File: src/rtl/vic_pkg.sv
package vic_pkg;
    // Map a polling rank to a source index: sources are polled in groups,
    // taking one member from each of NPER banks of NGRP sources in turn.
    function automatic int unsigned rank_to_src(int unsigned rank,
                                                int unsigned ngrp,
                                                int unsigned nper);
        return (rank % nper) * ngrp + rank / nper;
    endfunction

    typedef enum logic {LVL_LO = 1'b0, LVL_HI = 1'b1} lvl_e;
endpackage

File: src/rtl/vic_tick.sv
module vic_tick #(
    parameter int unsigned CYC_DIV = 4,
    localparam int unsigned CNT_W = (CYC_DIV > 2) ? $clog2(CYC_DIV) : 1
) (
    input  logic clk,
    input  logic rst_n,
    output logic tick
);
    logic [CNT_W-1:0] cnt_d, cnt_q;

    always_comb begin
        tick  = (cnt_q == CNT_W'(CYC_DIV - 1));
        cnt_d = tick ? '0 : cnt_q + 1'b1;
    end

    always_ff @(posedge clk or negedge rst_n) begin
        if (!rst_n) cnt_q <= '0;
        else        cnt_q <= cnt_d;
    end
endmodule

File: src/rtl/vic_pick.sv
module vic_pick
    import vic_pkg::*;
#(
    parameter int unsigned NGRP = 5,
    parameter int unsigned NPER = 3,
    localparam int unsigned NSRC = NGRP * NPER,
    localparam int unsigned IDX_W = $clog2(NSRC)
) (
    input  logic [NSRC-1:0]  mask,
    output logic             found,
    output logic [IDX_W-1:0] idx
);
    logic [NSRC-1:0]  by_rank;
    logic [IDX_W-1:0] rank_src [NSRC];

    for (genvar k = 0; k < NSRC; k++) begin : g_rank
        localparam int unsigned SRC_K = rank_to_src(k, NGRP, NPER);
        assign by_rank[k]  = mask[SRC_K];
        assign rank_src[k] = IDX_W'(SRC_K);
    end

    // Scan from the last rank to the first so the earliest rank wins.
    always_comb begin
        found = 1'b0;
        idx   = '0;
        for (int k = NSRC - 1; k >= 0; k--) begin
            if (by_rank[k]) begin
                found = 1'b1;
                idx   = rank_src[k];
            end
        end
    end
endmodule

File: src/rtl/vic_core.sv
module vic_core
    import vic_pkg::*;
#(
    parameter int unsigned NGRP     = 5,
    parameter int unsigned NPER     = 3,
    parameter int unsigned CYC_DIV  = 4,
    parameter int unsigned VEC_W    = 16,
    parameter int unsigned VEC_BASE = 3,
    parameter int unsigned VEC_STEP = 8,
    localparam int unsigned NSRC  = NGRP * NPER,
    localparam int unsigned IDX_W = $clog2(NSRC)
) (
    input  logic             clk,
    input  logic             rst_n,
    input  logic [NSRC-1:0]  req,
    input  logic [NSRC-1:0]  src_en,
    input  logic             glb_en,
    input  logic [NSRC-1:0]  lvl_sel,
    input  logic             reti,
    output logic             take,
    output logic [VEC_W-1:0] vector,
    output logic [IDX_W-1:0] src_idx
);
    typedef struct packed {
        logic             take;
        logic [VEC_W-1:0] vec;
        logic [IDX_W-1:0] idx;
        logic             svc_hi;
        logic             svc_lo;
    } state_t;

    state_t st_d, st_q;

    logic             tick;
    logic [NSRC-1:0]  elig;
    logic [NSRC-1:0]  lvl_mask [2];
    logic             fnd  [2];
    logic [IDX_W-1:0] pidx [2];

    vic_tick #(.CYC_DIV(CYC_DIV)) u_tick (
        .clk  (clk),
        .rst_n(rst_n),
        .tick (tick)
    );

    assign elig        = req & src_en & {NSRC{glb_en}};
    assign lvl_mask[0] = elig & ~lvl_sel;
    assign lvl_mask[1] = elig & lvl_sel;

    for (genvar g = 0; g < 2; g++) begin : g_lvl
        vic_pick #(.NGRP(NGRP), .NPER(NPER)) u_pick (
            .mask (lvl_mask[g]),
            .found(fnd[g]),
            .idx  (pidx[g])
        );
    end

    logic             grant;
    lvl_e             glvl;
    logic [IDX_W-1:0] gidx;

    always_comb begin
        st_d      = st_q;
        st_d.take = 1'b0;
        grant     = 1'b0;
        glvl      = LVL_LO;
        gidx      = '0;

        // Decision uses the in-service state held before this edge.
        if (tick && !st_q.svc_hi) begin
            if (fnd[1]) begin
                grant = 1'b1;
                glvl  = LVL_HI;
                gidx  = pidx[1];
            end else if (fnd[0] && !st_q.svc_lo) begin
                grant = 1'b1;
                glvl  = LVL_LO;
                gidx  = pidx[0];
            end
        end

        // Return releases the innermost level.
        if (reti) begin
            if (st_q.svc_hi) st_d.svc_hi = 1'b0;
            else             st_d.svc_lo = 1'b0;
        end

        if (grant) begin
            st_d.take = 1'b1;
            st_d.idx  = gidx;
            st_d.vec  = VEC_W'(VEC_BASE) + VEC_W'(gidx) * VEC_W'(VEC_STEP);
            if (glvl == LVL_HI) st_d.svc_hi = 1'b1;
            else                st_d.svc_lo = 1'b1;
        end
    end

    always_ff @(posedge clk or negedge rst_n) begin
        if (!rst_n) st_q <= '0;
        else        st_q <= st_d;
    end

    assign take    = st_q.take;
    assign vector  = st_q.vec;
    assign src_idx = st_q.idx;
endmodule

File: config.mk
export PLATFORM = sky130hd
export DESIGN_NAME = vic_core
export DESIGN_NICKNAME = d
export VERILOG_FILES = /design/src/rtl/vic_pkg.sv /design/src/rtl/vic_tick.sv /design/src/rtl/vic_pick.sv /design/src/rtl/vic_core.sv
export SDC_FILE = /design/constraint.sdc
export NUM_CORES = 1
export LEC_CHECK = 0
export ABC_AREA = 0
export BUFFER_PORTS_ARGS = -buffer_cell sky130_fd_sc_hd__buf_2
export CAP_MARGIN = 40
export CORE_MARGIN = 10
export CORE_UTILIZATION = 40
export DETAILED_ROUTE_END_ITERATION = 6
export GPL_TIMING_DRIVEN = 0
export PLACE_DENSITY = 0.74
export SKIP_CTS_REPAIR_TIMING = 1
export SYNTH_ARGS = -nofsm -noshare
export SYNTH_HDL_FRONTEND = slang
export SYNTH_HIERARCHICAL = 1
export SYNTH_SLANG_ARGS = --single-unit
File: constraint.sdc
create_clock -name clk -period 1.4 [get_ports clk]
set_input_delay 0.07 -clock clk [delete_from_list [all_inputs] [get_ports clk]]
set_output_delay 0.07 -clock clk [all_outputs]
set_load 0.03 [all_outputs]
==> impl_metrics.yaml, run 1 <==
logic_synthesis:
  yosysSeqAreaShare_pct: 19.4
  synth_ff_type: "dfrtp_1"
  ys_ff_latch: 10
  synth_largest_area_cell: "dfrtp_1"
  async_reset_ff_share_pct: 100
  ys_warn_count: 6
  synth-edff-count: 0
  synth_area_um2: 1290
  yosysUniqueCellTypes: 27
  synth_top_area_share_pct: 19.4
  synth_commonest_cells: "55 x nor2_1, 23 x inv_1, 20 x buf_4"
  synth.most_common_cell: "nor2_1"
  syn_inst: 190
  synth.avg_cell_area_um2: 6.78
  yosys-top-cells-area: "dfrtp_1 19%, nor2_1 16%, buf_4 12%"
drt:
  drtAntennaViolNets: 0
  viasPerCell: 4.96
  drt_pass1_iterations: 4
  num_vias: 1549
  route.detailed.drc: 0
  wire_per_inst_um: 13.4
  drt-initial-drc-count: 65
  drt_wl_total_um: 4170
die:
  die_h_um: 76.7
  boundaryPins: 70
  fp.dieW_um: 76.7
  rows: 20
  die-area_um2: 5890
  core_um2: 3080
  initial_core_util_pct: 41.8
grt:
  overflow: 0
  grt_max_degree: 11
  grt.total_usage_pct: 12.2
  grt_pass1_wl_um: 6220
  antenna_found_initial: 0
  first_global_vias: 1480
clock_tree:
  cts_max_path_buffers: 2
  cts_tree: "done"
  htreeDepth: 1
  clk_pin_slew_ns: 0.07
  clk_latency_ns: 0.26
  cts.sinks: 10
  cts_root_buffer: "clkbuf_4"
  cts_buffers: 3
timing:
  slew_violations: 0
  final_hold_viol_count: 0
  holdWs_ns: 0.00388
  timing.final.ws_setup_ns: -0.163
  rsz0062_at_grt: "yes"
  fin_crit_ns: 1.56
  setup_tns_ns: -0.710
  fin_crit_sh_pct: 112
  fin_worst_skew_ns: 0.00725
  fmax_mhz: 640
  final-setup-viol-count: 5
setup_path:
  crit_arrival_ns: 1.70
  startpoint_type: "input port"
  critPathMaxFanout: 6
  criticalPathCategory: "in -> reg"
  end_kind: "register"
  worstPathRequired_ns: 1.54
worst_hold_path:
  hp-class: "in -> reg"
final_layout:
  layout.cells.non_filler: 312
  design_area_um2: 2140
  nNetsFinal: 319
  drive_gt1_share_pct: 54.1
  syn2layout_area_growth_pct: 66.0
  antenna_cells_inserted: 0
run_status:
  run_status: "finished with violations"
  violations: "setup timing"
power:
  total_power_w: 0.00142
  p_leak_nw: 0.997
  peakVddDrop_v: 0.000289
  power_density_nw_per_um2: 666
run:
  cap_violations: 0
placement:
  post-dp-hpwl_um: 3290
  gp_congestion: 0.811
  place_inst: 302
  port_buffers: 59
  placed_cell_area_um2: 1790
registers in the layout, summed over array words and instances, names as in the netlist:
| register | count |
|---|---|
| src_idx | 3 |
| st_q | 2 |
| take | 1 |
| u_tick/cnt_q | 2 |
| vector | 2 |
path summary, 6_finish.rpt:
kind                                         to            start  cells after the start  slack, ns
worst max-delay path                 src_idx[2]        src_en[3]                      9      -0.16
worst min register to register  u_tick/cnt_q[0]  u_tick/cnt_q[0]                      1       0.42
worst min-delay path                    st_q[1]             reti                      2      0.004
min in group asynchronous             vector[1]            rst_n                      2       0.20
worst max register to register       src_idx[1]  u_tick/cnt_q[0]                      4       0.04
max in group asynchronous            src_idx[0]            rst_n                      2       1.01
report_power, final:
group | leakage, nW | internal [W] | switching, W | total, W
logic | 0.851 | 0.000382 | 0.000436 | 0.000818
registers | 0.125 | 0.000326 | 0.0000309 | 0.000357
clock network | 0.0210 | 0.000158 | 0.0000917 | 0.000249
total | 0.997 | 0.000865 | 0.000559 | 0.00142
cell usage in the layout (no fill, tap or decap), drive strengths merged, types with 2 or more instances in the layout:
cell,netlist,final
o21ai,7,7
a221oi,4,4
buf,22,85
a21oi,9,9
o21bai,2,2
clkbuf,0,5
nor4,4,4
conb,1,10
o31ai,5,5
and3,4,4
nand2b,8,8
nand3,15,15
a211oi,4,4
mux2,4,4
nand2,3,3
inv,23,23
nor4b,2,2
dfrtp,10,10
a22o,4,4
nor2,55,55
metal layers:
metal	wire, um	track usage (%)	vias to the layer above
met5	0	0	-
met4	80	3.72	0
met3	367	4.31	8
met2	2120	21.3	71
met1	1600	13.3	695
li1	-	-	775
cell type report:
class,instances,area [um2]
sequential,10,250
timing repair buffer,65,375
fill,255,941
inverter,23,86.3
buffer,22,176
clock buffer,4,36.3
tap,44,55.1
multi-input combinational,144,1160
cells by family after synthesis:
family	count (synthesis)	synth area share [%]
flops	10	19.4
simple gates	93	34.5
buf+inv	45	19.6
fa+ha+maj	1	0.972
other cells	1	0.291
compound gates	35	20.9
mux	5	4.28
stage by stage:
step                      setup slack (ns)  utilization, %
after CTS                           -0.314            59.3
after detailed placement            -0.581            58.1
after floorplan                     -0.151               -
final                               -0.163            69.4
after global placement              -0.582            58.1
after global routing                -0.236            69.4
worst max-delay path: stages:
cell and delay, ns:
buf_2 0.10, nand3_1 0.18, nor2_2 0.10, nor4_1 0.30, and3_1 0.22, nand2_2 0.09, nor3b_4 0.18, a22o_1 0.20
mux2_4 0.25
Power figures use the tool's default switching activity.
==> run 2: changes to the inputs <==
GPL_TIMING_DRIVEN = unset   (was 0)
==> impl_metrics.yaml, run 2 (synthesis gave the netlist of run 1 again) <==
timing:
  fmax_mhz: 687
  fin_crit_sh_pct: 104
  timing.final.ws_setup_ns: -0.0566
  rsz0062_at_grt: "yes"
  fin_crit_ns: 1.46
  slew_violations: 0
  final-setup-viol-count: 5
  fin_worst_skew_ns: 0.00119
  final_hold_viol_count: 0
die:
  die-area_um2: 5890
  initial_core_util_pct: 41.8
  boundaryPins: 70
  core_um2: 3080
  die_h_um: 76.7
  rows: 20
  fp.dieW_um: 76.7
setup_path:
  critPathTopFamily: "simple AND/OR/NAND/NOR gates"
  startpoint_type: "input port"
  criticalPathCategory: "in -> reg"
  end_kind: "register"
  critPathMaxFanout: 4
  cpPeakStageDelay_ns: 0.30
  r2r_slack_ns: 0.03
  crit_arrival_ns: 1.65
  worstPathRequired_ns: 1.60
  cpMaxStageDelayCell: "nor4_4"
  cp.buffers_inverters: 2
  cp_cell_sequence: "buf_2, nand3_4, nor2_2, nor4_4, and3_1, nand2_1, buf_4, nor3b_4, a22o_1, mux2_4"
drt:
  route.detailed.drc: 0
  drtAntennaViolNets: 0
  drt_pass1_iterations: 4
  wire_per_inst_um: 13.8
  num_vias: 1560
  viasPerCell: 4.86
  drt-initial-drc-count: 63
  drt_wl_total_um: 4430
grt:
  overflow: 0
  grt_pass1_wl_um: 6930
  first_global_vias: 1643
  antenna_found_initial: 0
  grt_max_degree: 16
  grt.total_usage_pct: 13.5
final_layout:
  drive_gt1_share_pct: 52.0
  largest_reg_flops: 3
  layout.cells.non_filler: 321
  layout_common_cells: "58 x buf_2, 39 x nor2_1, 34 x buf_4, 23 x inv_1"
  antenna_cells_inserted: 0
  syn2layout_area_growth_pct: 65.0
  final_common_cell: "buf_2"
  design_area_um2: 2120
  nNetsFinal: 328
placement:
  post-dp-hpwl_um: 3650
  gp_congestion: 0.840
  placed_cell_area_um2: 1860
  place_inst: 313
  port_buffers: 59
clock_tree:
  cts_root_buffer: "clkbuf_4"
  cts_tree: "done"
  cts_max_path_buffers: 2
  cts_buffers: 3
  clk_latency_ns: 0.25
  cts.sinks: 10
  htreeDepth: 1
  clk_pin_slew_ns: 0.06
run_status:
  run_status: "finished with violations"
  violations: "setup timing"
power:
  p_leak_nw: 1.04
  power_density_nw_per_um2: 626
  peakVddDrop_v: 0.000260
run:
  cap_violations: 0
worst_hold_path:
  hp-class: "in -> async"
run 2: cell types whose count changed in the layout (fill, tap and decap cells not counted), moves of 2 or more:
cell	change
nor2_1	+7
nand3_2	+2
o31ai_2	-2
buf_4	+10
o31ai_1	+3
nor2_4	-8
run 2: per-stage QoR:
step / setup TNS, ns / worst slack, ns / util (%) / hold WS (ns) / power [W]
floorplan: -0.741 / -0.151 / - / -0.226 / 0.000880
global placement: -3.21 / -0.545 / 60.4 / -0.0662 / 0.000996
detailed placement: -3.48 / -0.577 / 60.4 / -0.0631 / 0.00101
CTS: -1.35 / -0.299 / 61.6 / -0.340 / 0.00126
global route: -0.842 / -0.188 / 69.0 / 0.211 / 0.00143
finish: -0.228 / -0.0566 / 69.0 / 0.195 / 0.00133
run 2: where the power goes:
| group | leakage (nW) | switching (W) | internal, W | total (W) |
|---|---|---|---|---|
| combinational | 0.899 | 0.000408 | 0.000317 | 0.000725 |
| sequential | 0.125 | 0.0000320 | 0.000326 | 0.000358 |
| clock | 0.0210 | 0.0000900 | 0.000157 | 0.000247 |
run 2: routing by layer:
| layer | up-vias | track usage (%) | wire length [um] |
|---|---|---|---|
| met4 | 0 | 2.23 | 14 |
| met3 | 2 | 3.26 | 270 |
| met2 | 43 | 25.2 | 2370 |
| met1 | 727 | 15.2 | 1780 |
| li1 | 788 | - | - |
| met5 | - | 0 | 0 |
run 2: worst register-to-register path, cell delays in order, from the launching register on:
cell	delay, ns
dfrtp_1	0.36
ha_1	0.25
nand2b_4	0.08
a21oi_4	0.21
mux2_2	0.36
run 2: final cells by class:
class | count | area [um2]
inverter | 23 | 86.3
sequential | 10 | 250
multi-input combinational | 144 | 1080
tap | 44 | 55.1
fill | 238 | 953
clock buffer | 4 | 36.3
timing repair buffer | 96 | 618
run 2: final timing paths:
kind | to | cells after the start | start
setup / recovery | src_idx[0] | 10 | req[13]
min in group clk | u_tick/cnt_q[0] | 1 | u_tick/cnt_q[0]
hold / removal | src_idx[1] | 2 | rst_n
hold reg to reg | u_tick/cnt_q[0] | 1 | u_tick/cnt_q[0]
setup reg to reg | src_idx[1] | 4 | u_tick/cnt_q[0]
max in group asynchronous | u_tick/cnt_q[1] | 2 | rst_n
